<file path="config.mk">
export PLATFORM = sky130hd
export DESIGN_NAME = tws_slave
export DESIGN_NICKNAME = d
export VERILOG_FILES = /design/src/rtl/tws_pkg.sv /design/src/rtl/tws_sync.sv /design/src/rtl/tws_front.sv /design/src/rtl/tws_seq.sv /design/src/rtl/tws_shift.sv /design/src/rtl/tws_slave.sv
export SDC_FILE = /design/constraint.sdc
export NUM_CORES = 1
export LEC_CHECK = 0
export BUFFER_PORTS_ARGS = -buffer_cell sky130_fd_sc_hd__clkbuf_2
export CORE_MARGIN = 2
export CORE_UTILIZATION = 55
export DETAILED_ROUTE_END_ITERATION = 7
export GPL_TIMING_DRIVEN = 0
export PLACE_DENSITY = 0.86
export RECOVER_POWER = 25
export SYNTH_ARGS = -nofsm -noshare
export SYNTH_HDL_FRONTEND = slang
export SYNTH_HIERARCHICAL = 1
export SYNTH_SLANG_ARGS = --single-unit
</file>
<file path="constraint.sdc">
create_clock -name clk -period 5.3 [get_ports clk]
set_clock_uncertainty 0.05 [all_clocks]
set_input_delay 0.795 -clock clk [delete_from_list [all_inputs] [get_ports clk]]
set_output_delay 0.795 -clock clk [all_outputs]
set_load 0.02 [all_outputs]
</file>
<file path="src/rtl/tws_pkg.sv">
package tws_pkg;
  localparam int DEV_W = 3;
  localparam int IDX_W = 5;
  localparam int CMD_W = DEV_W + 1 + IDX_W;
  localparam int VAL_W = 16;
  localparam int CNT_W = $clog2(VAL_W);

  typedef enum logic { PH_CMD = 1'b0, PH_VAL = 1'b1 } phase_t;

  typedef struct packed {
    logic [DEV_W-1:0] dev;
    logic             rd;
    logic [IDX_W-1:0] idx;
  } cmd_t;

  // split a received command word into its fields
  function automatic cmd_t cmd_split(input logic [CMD_W-1:0] w);
    cmd_t c;
    c.dev = w[CMD_W-1 -: DEV_W];
    c.rd  = w[IDX_W];
    c.idx = w[IDX_W-1:0];
    return c;
  endfunction

  // true when the current bit is the final one of its phase
  function automatic logic phase_last(input phase_t ph, input logic [CNT_W-1:0] cnt);
    return (ph == PH_CMD) ? (cnt == CNT_W'(CMD_W-1)) : (cnt == CNT_W'(VAL_W-1));
  endfunction

  function automatic logic dev_hit(input logic [DEV_W-1:0] dev, input logic [DEV_W-1:0] mine);
    return dev == mine;
  endfunction
endpackage

</file>
<file path="src/rtl/tws_sync.sv">
module tws_sync #(
  parameter int               WIDTH   = 1,
  parameter int               STAGES  = 2,
  parameter logic [WIDTH-1:0] RST_VAL = '0
) (
  input  logic             clk,
  input  logic             rst_n,
  input  logic [WIDTH-1:0] d,
  output logic [WIDTH-1:0] q
);
  genvar s;
  generate
    for (s = 0; s < STAGES; s++) begin : g_stage
      logic [WIDTH-1:0] r;
      if (s == 0) begin : g_first
        always_ff @(posedge clk or negedge rst_n)
          if (!rst_n) r <= RST_VAL;
          else        r <= d;
      end else begin : g_next
        always_ff @(posedge clk or negedge rst_n)
          if (!rst_n) r <= RST_VAL;
          else        r <= g_stage[s-1].r;
      end
    end
  endgenerate

  assign q = g_stage[STAGES-1].r;
endmodule

</file>
<file path="src/rtl/tws_front.sv">
module tws_front #(
  parameter int STAGES = 2
) (
  input  logic clk,
  input  logic rst_n,
  input  logic bus_clk,
  input  logic bus_din,
  input  logic bus_sel_n,
  output logic rise,
  output logic din_s,
  output logic idle
);
  logic [2:0] s;
  logic       clk_d;

  // bit 2 select (idle high), bit 1 bus clock, bit 0 data
  tws_sync #(.WIDTH(3), .STAGES(STAGES), .RST_VAL(3'b100)) u_sync (
    .clk  (clk),
    .rst_n(rst_n),
    .d    ({bus_sel_n, bus_clk, bus_din}),
    .q    (s)
  );

  always_ff @(posedge clk or negedge rst_n)
    if (!rst_n) clk_d <= 1'b0;
    else        clk_d <= s[1];

  assign idle  = s[2];
  assign din_s = s[0];
  assign rise  = s[1] & ~clk_d & ~s[2];
endmodule

</file>
<file path="src/rtl/tws_seq.sv">
module tws_seq
  import tws_pkg::*;
(
  input  logic             clk,
  input  logic             rst_n,
  input  logic             rise,
  input  logic             idle,
  output phase_t           phase,
  output logic [CNT_W-1:0] cnt,
  output logic             cmd_done,
  output logic             val_done
);
  logic last;

  assign last     = phase_last(phase, cnt);
  assign cmd_done = rise & last & (phase == PH_CMD);
  assign val_done = rise & last & (phase == PH_VAL);

  always_ff @(posedge clk or negedge rst_n) begin
    if (!rst_n) begin
      phase <= PH_CMD;
      cnt   <= '0;
    end else if (idle) begin
      phase <= PH_CMD;
      cnt   <= '0;
    end else if (rise) begin
      if (last) begin
        cnt   <= '0;
        phase <= (phase == PH_CMD) ? PH_VAL : PH_CMD;
      end else begin
        cnt <= cnt + CNT_W'(1);
      end
    end
  end
endmodule

</file>
<file path="src/rtl/tws_shift.sv">
module tws_shift
  import tws_pkg::*;
(
  input  logic             clk,
  input  logic             rst_n,
  input  logic             rise,
  input  logic             din,
  input  logic             load,
  input  logic             shift_out,
  input  logic [VAL_W-1:0] load_val,
  output logic [VAL_W-1:0] in_word,
  output logic             dout
);
  logic [VAL_W-2:0] ish;
  logic [VAL_W-1:0] osh;

  // word as it stands including the bit sampled on this edge
  assign in_word = {ish, din};
  assign dout    = osh[VAL_W-1];

  always_ff @(posedge clk or negedge rst_n)
    if (!rst_n)    ish <= '0;
    else if (rise) ish <= in_word[VAL_W-2:0];

  always_ff @(posedge clk or negedge rst_n)
    if (!rst_n)         osh <= '0;
    else if (load)      osh <= load_val;
    else if (shift_out) osh <= {osh[VAL_W-2:0], 1'b0};
endmodule

</file>
<file path="src/rtl/tws_slave.sv">
module tws_slave
  import tws_pkg::*;
#(
  parameter logic [DEV_W-1:0] MY_DEV      = 3'd5,
  parameter int               SYNC_STAGES = 2
) (
  input  logic             clk,
  input  logic             rst_n,
  input  logic             bus_clk,
  input  logic             bus_sel_n,
  input  logic             bus_din,
  output logic             bus_dout,
  output logic             bus_doe,
  output logic [IDX_W-1:0] reg_addr,
  output logic             reg_rd,
  input  logic [VAL_W-1:0] reg_rdata,
  output logic             reg_wr,
  output logic [VAL_W-1:0] reg_wdata
);
  logic             rise, idle, din_s;
  phase_t           phase;
  logic [CNT_W-1:0] cnt;
  logic             cmd_done, val_done;
  logic [VAL_W-1:0] in_word;
  cmd_t             cmd_new, cmd_q;
  logic             hit_q, rd_q, wr_q, wr_take, shift_en;
  logic [VAL_W-1:0] wdata_q;
  logic [DEV_W-1:0] cur_dev;
  logic             cur_rd;

  tws_front #(.STAGES(SYNC_STAGES)) u_front (
    .clk      (clk),
    .rst_n    (rst_n),
    .bus_clk  (bus_clk),
    .bus_din  (bus_din),
    .bus_sel_n(bus_sel_n),
    .rise     (rise),
    .din_s    (din_s),
    .idle     (idle)
  );

  tws_seq u_seq (
    .clk     (clk),
    .rst_n   (rst_n),
    .rise    (rise),
    .idle    (idle),
    .phase   (phase),
    .cnt     (cnt),
    .cmd_done(cmd_done),
    .val_done(val_done)
  );

  assign cmd_new  = cmd_split(in_word[CMD_W-1:0]);
  assign bus_doe  = (phase == PH_VAL) & hit_q & cmd_q.rd;
  assign shift_en = rise & bus_doe;
  assign wr_take  = val_done & hit_q & ~cmd_q.rd;

  tws_shift u_shift (
    .clk      (clk),
    .rst_n    (rst_n),
    .rise     (rise),
    .din      (din_s),
    .load     (rd_q),
    .shift_out(shift_en),
    .load_val (reg_rdata),
    .in_word  (in_word),
    .dout     (bus_dout)
  );

  always_ff @(posedge clk or negedge rst_n) begin
    if (!rst_n) begin
      cmd_q   <= '0;
      hit_q   <= 1'b0;
      rd_q    <= 1'b0;
      wr_q    <= 1'b0;
      wdata_q <= '0;
    end else begin
      rd_q <= cmd_done & dev_hit(cmd_new.dev, MY_DEV) & cmd_new.rd;
      wr_q <= wr_take;
      if (cmd_done) begin
        cmd_q <= cmd_new;
        hit_q <= dev_hit(cmd_new.dev, MY_DEV);
      end
      if (wr_take) wdata_q <= in_word;
    end
  end

  assign reg_addr  = cmd_q.idx;
  assign reg_rd    = rd_q;
  assign reg_wr    = wr_q;
  assign reg_wdata = wdata_q;
  assign cur_dev   = cmd_q.dev;
  assign cur_rd    = cmd_q.rd;
endmodule

</file>
# Word level (Yosys, flattened, before mapping)
# Cells that the tools add are included.
word_totals:
  input_bits: 21
  word_cells: 47
  ff_bits: 68
classes:
  bitwise: 16
  add_sub_neg: 1
  n_mux: 10
  reduce_logical: 4
  eq_ne: 3
ops:
  columns: ["cell", "n"]
  rows:
  - ["$mux 16", 2]
  - ["$and 1x1->1", 12]
  - ["$mux 4", 3]
  - ["$eq 4x4->1 const B", 2]
  - ["$reduce_bool 2->1", 3]
  - ["$mux 1", 5]
  - ["$add 4x1->4 const B", 1]
  - ["$not 1->1", 4]
  - ["$eq 3x3->1 const B", 1]
  - ["$reduce_and 2->1", 1]

# Logic depth before layout (Yosys ltp)
# Gate-level depths: netlist of run 1.
logic_depth:
  word_depth: 7
  mapped_depth: 7
  ltp_nobuf: 5

# Modules after synthesis
# Netlist of run 1, hierarchy kept.
by_module_without_submodules:
  columns: ["mod", "area_each_um2", "n_inst", "cells_per_inst", "seq_area_each_um2"]
  rows:
  - ["tws_shift", 1362.6, 1, 102, 775.7]
  - ["tws_slave", 987.2, 1, 60, 625.6]
  - ["tws_seq", 329.1, 1, 36, 125.1]
  - ["tws_sync", 152.6, 1, 6, 152.6]
  - ["tws_front", 37.5, 1, 2, 25.0]

# Least setup slack after synthesis of run 1
# No wires, ideal clock.
synth_timing:
  path_type: "register to register"
  from: "reg u_front.u_sync.g_stage[1].r[2] (netlist: u_front/u_sync/q[2])"
  to: "reg wdata_q[0] (netlist: reg_wdata[0])"
  t_required_ps: 5125
  period_less_slack_ps: 1822
  slack_ps: 3478
  arrival_time_ps: 1647
  stages_incl_launch_ff: 8
  n_path_buf: 2
  path_cell_list: "dfstp_2 > nor3b_2 > buf_4 > nand2_1 > nor2_1 > nand3b_4 > buf_6 > mux2_4"
synth_via:
  elab_chain_len: 6
synth_lines:
  columns: ["element", "line_no", "text"]
  rows:
  - ["start, declared", "tws_sync.sv:14", "logic [WIDTH-1:0] r;"]
  - ["start signal, assigned", "tws_sync.sv:22", "else r <= g_stage[s-1].r;"]
  - ["$not 1->1", "tws_front.sv:30", "assign rise = s[1] & ~clk_d & ~s[2];"]
  - ["$and 1x1->1", "tws_front.sv:30", null]
  - ["via rise", "tws_slave.sv:20", "logic rise, idle, din_s;"]
  - ["$and 1x1->1 (2 in a row)", "tws_seq.sv:17", "assign val_done = rise & last & (phase == PH_VAL);"]
  - ["via val_done", "tws_slave.sv:23", "logic cmd_done, val_done;"]
  - ["$and 1x1->1 (2 in a row)", "tws_slave.sv:56", "assign wr_take = val_done & hit_q & ~cmd_q.rd;"]
  - ["end signal, assigned", "tws_slave.sv:84", "if (wr_take) wdata_q <= in_word;"]
  - ["end, declared", "tws_slave.sv:27", "logic [VAL_W-1:0] wdata_q;"]
# The timed path passes the listed nets, and every way through them passes these cells.
# A chain may end at the register's enable or synchronous reset.

# Final worst setup path of run 1
layout_timing:
  from: "reg u_front.u_sync.g_stage[1].r[2] (netlist: u_front/u_sync/q[2])"
  to: "reg wdata_q[2] (netlist: reg_wdata[2])"
# Same word-level chain as after synthesis.

==> impl_metrics.ini, run 1 <==
[die]
die_area_um2 = 5810
num_rows = 26
start_util_pct = 56.5
core_um2 = 5070
pin_count = 46
die_x_um = 76.2
die_h_um = 76.2

[sta]
hold_slack_ns = 0.298
fin_setup_tns_ns = 0
grt_setup_unrepaired = no
report.final.hold_viol_count = 0
setup_slack_ns = 3.20
max_freq_mhz = 477
setup_viol = 0
period_share_pct = 39.6
slew_viol_final = 0
worst_pin_slew_ns = 0.889
timing.final.crit_period_ns = 2.10
slew_headroom_pct = 40.7

[cts]
clockBufferDepth = 2
post-cts-setup-buffers = 0
cts-htree-levels = 3
postCtsHoldBufs = 0
clk_pin_slew_ns = 0.07
cts_tree = done
cts-resized-gates = 0
ctsRootBufferMaster = clkbuf_8
clock_sinks = 68
clock_latency_ns = 0.34
numCtsBuffers = 9

[detailed_routing]
drc = 0
vias = 1762
viasPerCell = 5.23
ant_nets = 0
detail_route.wl_per_cell_um = 14.6
drt_iter0_markers = 44
drt_first_pass_iters = 4
wirelength_um = 4910

[grt]
antenna_found_initial = 0
grt_pass1_wl_um = 8140
grt_max_degree = 69
gr-total-overflow = 0
grt_pass1_vias = 1769
grt_use_total_pct = 18.0

[setup_path]
crit_end = reg_wdata[2]$_DFFE_PN0P_
worstPathRequired_ns = 5.47
critPathArrivalTime_ns = 2.27
r2r_cells = 7
crit_start = u_front/u_sync/q[2]$_DFF_PN1_
setup.worst_path.class = flop to flop
worst_setup_path_end_kind = flop
worstPathMaxFanout = 10
r2r_setup_slack_ns = 3.20
start_kind = flop
worstReg2RegEnd = reg_wdata[2]$_DFFE_PN0P_
r2r_start = u_front/u_sync/q[2]$_DFF_PN1_

[logic_synthesis]
async_flop_share_pct = 100
synthFlopType = dfrtp_1
ys_types = 35
yosysWarnings = 6
syn-instance-count = 206
ys_ff_latch = 68
syn_nets = 228
synth_edf_count = 0
yosysSeqAreaShare_pct = 59.4
postSynthAreaPerCell_um2 = 13.9
netlist_area_um2 = 2870

[cells_and_area]
stdcell_count = 337
final_common_cell = dfrtp_1
layout_common_cells = dfrtp_1 (66), clkbuf_2 (44), nand2_1 (20)
drive_above_1_share_pct = 41.6
fin_nets = 284
area.growth.synth_to_final_pct = 17.1
num_antenna_cells = 0
utilization_pct = 66.2

[power_and_ir_drop]
leakage_nw = 1.61
peakVddDrop_mv = 0.264
p_per_area_nw_per_um2 = 307

[run]
drv_cap = 0

[place]
dp_cells = 321
numPortBuffers = 45
place_ws_ns = 3.23
place.gp.congestion = 0.735
dp_hpwl_um = 3230

[hold_path]
min_path_cells = 0
hold_path.class = flop to flop

[status]
outcome = finished clean
## cell families (layout without fill, tap and decap cells)
kind of cell	count (synthesis)	after routing	share of synthesized area (%)
adders and majority gates	1	1	0.436
xor gates and xnor gates	1	1	0.305
DFF	68	68	59.4
buffers and inverters	14	75	4.14
and+or+nand+nor	44	44	8.85
AOI/OAI and AO/OA	27	27	5.02
muxes	51	51	21.8
## where the power goes
group          internal (mW)  switching, mW
combinational         0.0456         0.0232
clock                  0.196          0.179
sequential             0.552         0.0356
## metal layers
| layer | wire length, um | share of wire (%) | up-vias | track usage, % |
|---|---|---|---|---|
| met2 | 2370 | 48 | 44 | 28.2 |
| met1 | 2210 | 45 | 877 | 23.1 |
| met3 | 246 | 5.0 | 9 | 4.62 |
| met4 | 86 | 1.8 | 0 | 9.82 |
| li1 | - | - | 832 | - |
| met5 | 0 | 0 | - | 0 |
## worst min-delay path by stage
stage | end | from
finish | u_front/u_sync/q[0]$_DFF_PN0_ | u_front/u_sync/g_stage[0].r[0]$_DFF_PN0_
global route | u_front/u_sync/q[2]$_DFF_PN1_ | u_front/u_sync/g_stage[0].r[2]$_DFF_PN1_
CTS | u_front/u_sync/q[0]$_DFF_PN0_ | u_front/u_sync/g_stage[0].r[0]$_DFF_PN0_
detailed placement | u_front/u_sync/q[0]$_DFF_PN0_ | u_front/u_sync/g_stage[0].r[0]$_DFF_PN0_
global placement | u_front/u_sync/q[0]$_DFF_PN0_ | u_front/u_sync/g_stage[0].r[0]$_DFF_PN0_
floorplan | u_front/u_sync/q[0]$_DFF_PN0_ | u_front/u_sync/g_stage[0].r[0]$_DFF_PN0_
## per-stage QoR
stage	instance area, um^2	power, mW
2_1_floorplan	2870	0.634
3_3_place_gp	3180	0.662
3_5_place_dp	3180	0.667
4_1_cts	3360	1.04
5_1_grt	3360	1.07
6_report	3360	1.03
## registers in the layout, summed over array words and instances (netlist names)
name,flops
u_seq/cnt,4
hit_q,1
u_seq/phase,1
u_shift/ish,15
u_front/u_sync/q,3
u_shift/osh,16
reg_wr,1
reg_wdata,16
reg_rd,1
cur_rd,1
u_front/clk_d,1
u_front/u_sync/g_stage.r,3
reg_addr,5
## worst max-delay path, stage by stage, from the launching register on
cell and delay, ns:
dfstp_2 0.41, nor3b_2 0.31, buf_4 0.24, nand2_1 0.08, nor2_1 0.19, nand3b_4 0.18, buf_6 0.21, mux2_4 0.30
## synth_stat cells (all sizes together), types with 3 or more instances
| library cell | count | area share (%) |
|---|---|---|
| a21oi | 3 | 0.65 |
| buf | 10 | 3.6 |
| dfrtp | 66 | 58 |
| inv | 3 | 0.39 |
| mux2 | 36 | 17 |
| mux2i | 15 | 5.2 |
| nand2 | 20 | 2.6 |
| nand2b | 4 | 0.96 |
| nor2 | 4 | 0.52 |
| o21ai | 21 | 3.7 |
## cell type report
class / instances / area (um^2)
fillers: 385 / 1720
flip-flops and latches: 68 / 1700
multi-input cells: 124 / 1050
repair buffers: 45 / 228
clock buffers: 15 / 166
plain buffers: 11 / 108
well taps: 70 / 87.6
inverters: 3 / 11.3
clock inverters: 1 / 7.51
Power figures use the tool's default switching activity.
==> inputs of run 2 (changes only) <==
--- a/config.mk
+++ b/config.mk
@@ -5,6 +5,7 @@
 export SDC_FILE = /design/constraint.sdc
 export NUM_CORES = 1
 export LEC_CHECK = 0
+export ABC_AREA = 1
 export BUFFER_PORTS_ARGS = -buffer_cell sky130_fd_sc_hd__clkbuf_2
 export CORE_MARGIN = 2
 export CORE_UTILIZATION = 55
==> constraint.sdc (replaced) <==
create_clock -name clk -period 2.1 [get_ports clk]
set_clock_uncertainty 0.05 [all_clocks]
set_input_delay 0.315 -clock clk [delete_from_list [all_inputs] [get_ports clk]]
set_output_delay 0.315 -clock clk [all_outputs]
set_load 0.02 [all_outputs]
==> run 2 against run 1 <==
The run now ends with max-capacitance violations, max-slew violations left. Non-clock buffer count is 7 higher. Maximum frequency rose by 17%. Synthesized area increased by 0.22%. Final area is essentially flat. Worst hold slack got worse by 0.28 ns. Clock-buffer cell count is 2 lower. Utilization is essentially flat. Critical path depth is 3 higher. Worst setup slack got worse by 2.9 ns.
==> impl_metrics.ini, run 2 <==
[status]
outcome = finished, violations left
violations = max-capacitance violations, max-slew violations

[die]
start_util_pct = 56.7
core_um2 = 5070
pin_count = 46
die_x_um = 76.3
die_h_um = 76.3
num_rows = 26
die_area_um2 = 5820

[detailed_routing]
drt_iter0_markers = 123
drt_first_pass_iters = 4
wirelength_um = 5600
detail_route.wl_per_cell_um = 12.9
drc = 0
vias = 2256
ant_nets = 0
viasPerCell = 5.20

[logic_synthesis]
ys_ff_latch = 68
async_flop_share_pct = 100
netlist_top_cells_area = dfrtp_1 (57%), nand2_1 (13%), nand3_1 (5.6%), nand4_1 (3.9%), buf_6 (2.3%)
synthTopCellsByCount = nand2_1 (103), dfrtp_1 (66), nand3_1 (32)
yosysSeqAreaShare_pct = 59.3
yosysWarnings = 6
synth_edf_count = 0
synthFlopType = dfrtp_1
postSynthAreaPerCell_um2 = 9.46
syn-instance-count = 304
syn_nets = 326
synth_top_area_cell = dfrtp_1
synth.top_cell.area_share_pct = 57.4
netlist_area_um2 = 2880
ys_types = 26
synth_most_common_cell = nand2_1

[setup_path]
r2r_start = u_front/clk_d$_DFF_PN0_
start_kind = flop
crit_start = u_front/clk_d$_DFF_PN0_
worstPathMaxFanout = 10
setup.worst_path.class = flop to flop
critPathArrivalTime_ns = 1.97
worstPathRequired_ns = 2.28
worst_setup_path_end_kind = flop

[power_and_ir_drop]
p_switching_mw = 0.605
peakVddDrop_mv = 0.588
p_per_area_nw_per_um2 = 753
p_sw_share_pct = 23.9
p_comb_share_pct = 5.9
clockPowerShare_pct = 36.5
sequentialPowerShare_pct = 57.7
power.internal_mw = 1.92
leakage_nw = 1.74

[place]
place_ws_ns = 0.299
dp_hpwl_um = 3940
place.gp.congestion = 0.767
numPortBuffers = 45
dpl_cell_area_um2 = 3190

[sta]
fin_setup_tns_ns = 0
worst_pin_slew_ns = 1.62
period_share_pct = 85.4
setup_viol = 0
slew_viol_final = 69
max_freq_mhz = 558
slew_headroom_pct = -8.21
report.final.hold_viol_count = 0
grt_setup_unrepaired = no
setup_slack_ns = 0.307
timing.final.crit_period_ns = 1.79
hold_slack_ns = 0.0144

[cts]
ctsRootBufferMaster = clkbuf_8
numCtsBuffers = 9
cts_tree = done
postCtsHoldBufs = 0
clockBufferDepth = 2
cts-htree-levels = 3
post-cts-setup-buffers = 0
cts-resized-gates = 0
clock_latency_ns = 0.33
clk_pin_slew_ns = 0.07
clock_sinks = 68

[run]
drv_cap = 1

[hold_path]
hold_path.class = primary input to flop
hp-start = bus_sel_n

[cells_and_area]
utilization_pct = 66.1
fin_nets = 382
fin_area_um2 = 3360
num_antenna_cells = 0
drive_above_1_share_pct = 25.3
final_common_cell = nand2_1
fillers = 429
area.growth.synth_to_final_pct = 16.8
layout_common_cells = nand2_1 (103), dfrtp_1 (66), clkbuf_2 (45)

[grt]
antenna_found_initial = 0
grt_max_degree = 69
grt_pass1_wl_um = 10000
grt_use_total_pct = 21.8
grt_pass1_vias = 2219
gr-total-overflow = 0
## run 2: cell types whose count changed after synthesis, moves of 5 or more
cell,delta
a21oi_1,+5
inv_1,+13
mux2_2,-17
mux2_4,-19
mux2i_1,-15
nand2_1,+83
nand3_1,+32
nand4_1,+16
nor2_1,+9
o21ai_1,-10
## run 2: area by class of cell
cell class                 instances  area, um^2  share of cell area (%)
timing repair buffer              45         225                    6.71
clock buffer                      13         159                    4.73
tap                               70        87.6                    2.61
inverter                          19        71.3                    2.12
buffer                            18         151                    4.51
sequential                        68        1700                    50.8
multi-input combinational        199         948                    28.3
clock inverter                     2        10.0                   0.298
## run 2: layer usage
layer	vias to the layer above	track usage, %	wire, um
li1	1099	-	-
met1	1090	28.2	2470
met2	55	35.2	2800
met3	12	4.50	201
met4	0	10.9	121
met5	-	0	0
## run 2: cells by family (layout without fill, tap and decap cells)
family / Yosys count / after routing / synth area share (%)
adders and majority gates: 1 / 1 / 0.435
and+or+nand+nor: 177 / 177 / 28.4
AOI/OAI and AO/OA: 19 / 19 / 3.57
DFF: 68 / 68 / 59.3
xor gates and xnor gates: 2 / 2 / 0.609
buffers and inverters: 37 / 97 / 7.75
## run 2: per-stage QoR
stage               power (mW)  std cells
finish                    2.53        434
floorplan                 1.55        304
global placement          1.62        419
CTS                       2.55        434
global route              2.63        434
detailed placement        1.63        419
## run 2: power by group through the flow
stage                     clock, mW  sequential [mW]  combinational, mW
after global placement            0             1.48              0.139
after global routing          0.990             1.47              0.174
final                         0.922             1.46              0.149
after CTS                     0.942             1.46              0.151
after detailed placement          0             1.48              0.149
after floorplan                   0             1.46             0.0847
## run 2: final timing paths
check | endpoint | slack (ns) | cells after the start
worst max-delay path | reg_wdata[0]$_DFFE_PN0P_ | 0.31 | 10
worst max register to register | reg_wdata[0]$_DFFE_PN0P_ | 0.31 | 10
worst min-delay path | u_front/u_sync/g_stage[0].r[2]$_DFF_PN1_ | 0.01 | 1
min in group asynchronous | u_shift/osh[15]$_DFFE_PN0P_ | 0.35 | 1
worst min register to register | u_front/u_sync/q[1]$_DFF_PN0_ | 0.30 | 0
max in group asynchronous | u_seq/cnt[0]$_DFFE_PN0P_ | 0.69 | 1
## run 2: worst max-delay path, stage by stage, from the launching register on
cell and delay, ns:
dfrtp_1 0.36, inv_1 0.05, nand2_1 0.05, nor2_2 0.28, nand4_2 0.20, nor2_1 0.16, buf_6 0.15, nand3_4 0.12
buf_6 0.16, nand2_1 0.06, nand2_1 0.05
